## src/rtl/gm_pkg.sv

```systemverilog
package gm_pkg;
  function automatic int idx_w(input int n);
    return (n < 2) ? 1 : $clog2(n);
  endfunction
endpackage

```

## src/rtl/gm_scen_decode.sv

```systemverilog
module gm_scen_decode #(
  parameter int SIZE_W   = 20,
  parameter int NUM_SCEN = 2,
  parameter int SCEN_W   = 2,
  parameter logic [NUM_SCEN-1:0][SIZE_W-1:0] LIMIT = '0
) (
  input  logic [SIZE_W-1:0] size_i,
  output logic [SCEN_W-1:0] scen_o
);
  logic [NUM_SCEN-1:0] hit;

  for (genvar k = 0; k < NUM_SCEN; k++) begin : g_cmp
    assign hit[k] = (size_i <= LIMIT[k]);
  end

  // lowest matching scenario wins; no match -> default index NUM_SCEN
  always_comb begin
    scen_o = SCEN_W'(NUM_SCEN);
    for (int k = NUM_SCEN - 1; k >= 0; k--) begin
      if (hit[k]) scen_o = SCEN_W'(k);
    end
  end
endmodule

```

## src/rtl/gm_mask_table.sv

```systemverilog
module gm_mask_table #(
  parameter int NUM_SCEN  = 2,
  parameter int NUM_BANKS = 2,
  parameter int SCEN_W    = 2,
  parameter logic [NUM_SCEN-1:0][NUM_BANKS-1:0] MASK = '0
) (
  input  logic [SCEN_W-1:0]    scen_i,
  output logic [NUM_BANKS-1:0] mask_o
);
  // default scenario keeps every bank available
  always_comb begin
    mask_o = '0;
    for (int k = 0; k < NUM_SCEN; k++) begin
      if (scen_i == SCEN_W'(k)) mask_o = MASK[k];
    end
  end
endmodule

```

## src/rtl/gm_hold_reg.sv

```systemverilog
module gm_hold_reg #(
  parameter int          W       = 1,
  parameter logic [W-1:0] RST_VAL = '0
) (
  input  logic         clk_i,
  input  logic         rst_ni,
  input  logic         en_i,
  input  logic [W-1:0] d_i,
  output logic [W-1:0] q_o
);
  always_ff @(posedge clk_i or negedge rst_ni) begin
    if (!rst_ni)   q_o <= RST_VAL;
    else if (en_i) q_o <= d_i;
  end
endmodule

```

## src/rtl/gm_bank_gate.sv

```systemverilog
module gm_bank_gate #(
  parameter int SIZE_W    = 20,
  parameter int NUM_SCEN  = 2,
  parameter int NUM_BANKS = 2,
  parameter logic [NUM_SCEN-1:0][SIZE_W-1:0]    SCEN_LIMIT = {20'd65536, 20'd1024},
  parameter logic [NUM_SCEN-1:0][NUM_BANKS-1:0] SCEN_MASK  = {2'b00, 2'b10},
  localparam int SCEN_W = gm_pkg::idx_w(NUM_SCEN + 1)
) (
  input  logic                 clk_i,
  input  logic                 rst_ni,
  input  logic                 cfg_done_i,
  input  logic [SIZE_W-1:0]    img_size_i,
  output logic [NUM_BANKS-1:0] gate_mask_o,
  output logic [SCEN_W-1:0]    scen_o
);
  logic [SCEN_W-1:0]    scen_d;
  logic [NUM_BANKS-1:0] mask_d;

  gm_scen_decode #(
    .SIZE_W(SIZE_W), .NUM_SCEN(NUM_SCEN), .SCEN_W(SCEN_W), .LIMIT(SCEN_LIMIT)
  ) u_decode (
    .size_i(img_size_i),
    .scen_o(scen_d)
  );

  gm_mask_table #(
    .NUM_SCEN(NUM_SCEN), .NUM_BANKS(NUM_BANKS), .SCEN_W(SCEN_W), .MASK(SCEN_MASK)
  ) u_table (
    .scen_i(scen_d),
    .mask_o(mask_d)
  );

  gm_hold_reg #(.W(NUM_BANKS), .RST_VAL('0)) u_mask_q (
    .clk_i(clk_i), .rst_ni(rst_ni), .en_i(cfg_done_i), .d_i(mask_d), .q_o(gate_mask_o)
  );

  gm_hold_reg #(.W(SCEN_W), .RST_VAL(SCEN_W'(NUM_SCEN))) u_scen_q (
    .clk_i(clk_i), .rst_ni(rst_ni), .en_i(cfg_done_i), .d_i(scen_d), .q_o(scen_o)
  );
endmodule

```

## config.mk

```make
export PLATFORM = sky130hd
export DESIGN_NAME = gm_bank_gate
export DESIGN_NICKNAME = d
export VERILOG_FILES = /design/src/rtl/gm_pkg.sv /design/src/rtl/gm_scen_decode.sv /design/src/rtl/gm_mask_table.sv /design/src/rtl/gm_hold_reg.sv /design/src/rtl/gm_bank_gate.sv
export SDC_FILE = /design/constraint.sdc
export NUM_CORES = 1
export LEC_CHECK = 0
export CAP_MARGIN = 30
export CORE_AREA = 2 2 39 41
export DETAILED_ROUTE_END_ITERATION = 8
export DIE_AREA = 0 0 41 43
export SLEW_MARGIN = 20
export SYNTH_ARGS = -nofsm -noshare
export SYNTH_HDL_FRONTEND = slang
export SYNTH_HIERARCHICAL = 1
export SYNTH_SLANG_ARGS = --single-unit
```

## constraint.sdc

```tcl
create_clock -name clk_i -period 0.9 [get_ports clk_i]
set_input_delay 0.09 -clock clk_i [delete_from_list [all_inputs] [get_ports clk_i]]
set_output_delay 0.09 -clock clk_i [all_outputs]
set_load 0.05 [all_outputs]
```

==> impl_metrics.env <==
export IMPL_htreeDepth=1
export IMPL_dpl_hpwl_um=684
export IMPL_fin_skew_ps=0
export IMPL_io_pins=27
export IMPL_yosys_top_cells_area="dfrtp_1, mux2_2, dfstp_2"
export IMPL_tritoncts="yes"
export IMPL_cp_start_kind="input port"
export IMPL_grt_first_pass_wirelength_um=1330
export IMPL_antenna_cells=0
export IMPL_placedCellCount=67
export IMPL_maxClockFrequency_ghz=0.714
export IMPL_worst_slack_ps=-500
export IMPL_io_buffers=26
export IMPL_setup_tns_ps=-1420
export IMPL_synthDistinctLibCells=17
export IMPL_grt_pass1_vias=356
export IMPL_path_max_fanout=2
export IMPL_crit_type="input port to register"
export IMPL_grt_start_max_net_pins=5
export IMPL_synth_area_um2=258
export IMPL_dieArea_um2=1760
export IMPL_core_um2=1380
export IMPL_hp_class="input port to async pin"
export IMPL_via_per_inst=4.37
export IMPL_setup_viol=4
export IMPL_syn_area_per_cell_um2=10.7
export IMPL_area_growth_pct=142
export IMPL_p_leak_nw=0.281
export IMPL_final_nets=79
export IMPL_fin_crit_sh_pct=156
export IMPL_wl_per_cell_um=11.3
export IMPL_clk_pin_slew_ps=40
export IMPL_drive_gt1_share_pct=41.8
export IMPL_synthCells=24
export IMPL_grt_overflow=0
export IMPL_cp_required_ps=1010
export IMPL_antenna_found_initial=0
export IMPL_violations="setup timing"
export IMPL_hold_violations=0
export IMPL_drtIter0Drc=0
export IMPL_pre_cts_ws_ps=-1110
export IMPL_yosysWarnings=6
export IMPL_drc=0
export IMPL_fin_crit_ps=1400
export IMPL_drt_antenna_violating_nets=0
export IMPL_clk_latency_ps=230
export IMPL_finalMaxSlewViolations=0
export IMPL_root_buffer="clkbuf_4"
export IMPL_ys_seq_area_share_pct=39.3
export IMPL_die_y_um=43
export IMPL_netlist_area_leader_share_pct=29.1
export IMPL_outcome="finished with violations"
export IMPL_finalWirelength_um=800
export IMPL_rsz0062_at_grt="yes"
export IMPL_ys_ff_latch=4
export IMPL_max_vdd_ir_drop_mv=0.745
export IMPL_cts_buffers_inserted=3
export IMPL_dr_pass1_iters=1
export IMPL_p_per_area_nw_per_um2=1050
export IMPL_vias=310
export IMPL_die_width_um=41
export IMPL_synth_fp_nets=47
export IMPL_fin_cells=71
export IMPL_gp_congestion=0.622
export IMPL_cts_sinks=4
export IMPL_cts_hold_fix_buffers=0
export IMPL_cp_arrival_ps=1510
export IMPL_start_util_pct=18.6
export IMPL_setup_worst_path_end_class="register"
export IMPL_r2r_cells=1
export IMPL_synth_largest_area_cell="dfrtp_1"
export IMPL_clk_path_buf_depth=2
export IMPL_grtUsageTotal_pct=11.5
export IMPL_drv_cap=0
export IMPL_row_count=14
export IMPL_whs_ps=58.5
==> cells in the mapped netlist <==
library cell / n
nor3_1: 1
dfrtp_1: 3
conb_1: 1
nand3_1: 1
nand2_1: 1
mux2_2: 4
dfstp_2: 1
nor2b_1: 1
o41ai_1: 1
or4_4: 1
nor2_1: 2
mux2i_1: 1
o21bai_1: 1
buf_4: 1
nor4_1: 2
nor4b_2: 1
a21boi_1: 1
==> registers in the layout (all words and copies together) (netlist names) <==
name,flops
u_mask_q/q_o,2
u_scen_q/q_o,2
==> layer usage <==
layer | part of all wire (%) | wire length, um | global-route usage (%)
met4 | 0 | 0 | 8.00
met2 | 50 | 397 | 19.1
met3 | 19 | 153 | 6.28
met5 | 0 | 0 | 0
met1 | 31 | 250 | 9.42
==> cells by family after synthesis <==
family / count (synthesis) / synth area share, %
compound gates: 3 / 9.23
buf+inv: 1 / 2.91
flops: 4 / 39.3
mux: 5 / 21.4
other cells: 1 / 1.45
simple gates: 10 / 25.7
==> power by group <==
group          internal [mW]  total (mW)  switching [mW]
sequential             0.193       0.204          0.0106
combinational          0.131       0.211          0.0797
clock                  0.167       0.242          0.0754
==> worst max-delay path, cell delays in order <==
cell      delay (ps)
buf_6             90
or4_4            530
nor4b_2          220
mux2i_1          100
a21boi_1         170
nor2_1            60
mux2_4           250
==> per-stage QoR <==
stage / util (%) / power, mW / instance area [um^2]
floorplan: - / 0.267 / 259
global placement: 42.4 / 0.425 / 587
detailed placement: 42.4 / 0.427 / 587
CTS: 44.3 / 0.671 / 613
global route: 45.1 / 0.705 / 624
finish: 45.1 / 0.656 / 624
==> cell usage in the layout (no fill, tap or decap) <==
cell type        Yosys  layout
nor3_1               1       1
clkdlybuf4s50_1      0       9
dfrtp_2              0       1
a21boi_1             1       1
nor4_2               0       2
or4_4                1       1
clkbuf_4             0       3
mux2_4               0       1
buf_6                0       1
o41ai_2              0       1
buf_2                0       2
mux2_2               4       3
dfrtp_1              3       2
nor2_1               2       2
nand2_1              1       1
nor2b_1              1       1
dlymetal6s2s_1       0       2
clkdlybuf4s15_1      0       1
buf_12               0       4
mux2i_1              1       1
nor4b_2              1       1
clkbuf_1             0       1
conb_1               1       1
nand3_1              1       1
buf_4                1       2
o21bai_1             1       1
dfstp_2              1       1
dlygate4sd2_1        0       7
==> what timing repair did <==
action	CTS	global route
setup buffers	0	0
setup endpoints to repair	5	8
gates resized for setup	22	3
gates cloned	0	0
pin swaps	7	1
==> final cells by class <==
type | instances | area [um^2]
Clock buffer | 4 | 26.3
Multi-Input combinational cell | 19 | 173
Sequential cell | 4 | 103
Tap cell | 16 | 20.0
Timing Repair Buffer | 28 | 303
Fill cell | 145 | 759
==> final timing paths <==
kind                            slack, ps         endpoint       startpoint
worst max-delay path                 -500  u_mask_q/q_o[1]   img_size_i[12]
worst min-delay path                   60  u_scen_q/q_o[0]           rst_ni
worst max register to register        110  u_mask_q/q_o[1]  u_mask_q/q_o[1]
worst min register to register        550  u_mask_q/q_o[0]  u_mask_q/q_o[0]
max in group asynchronous             600  u_scen_q/q_o[1]           rst_ni
min in group clk_i                    280  u_scen_q/q_o[0]       cfg_done_i
(Power assumes the default switching activity.)
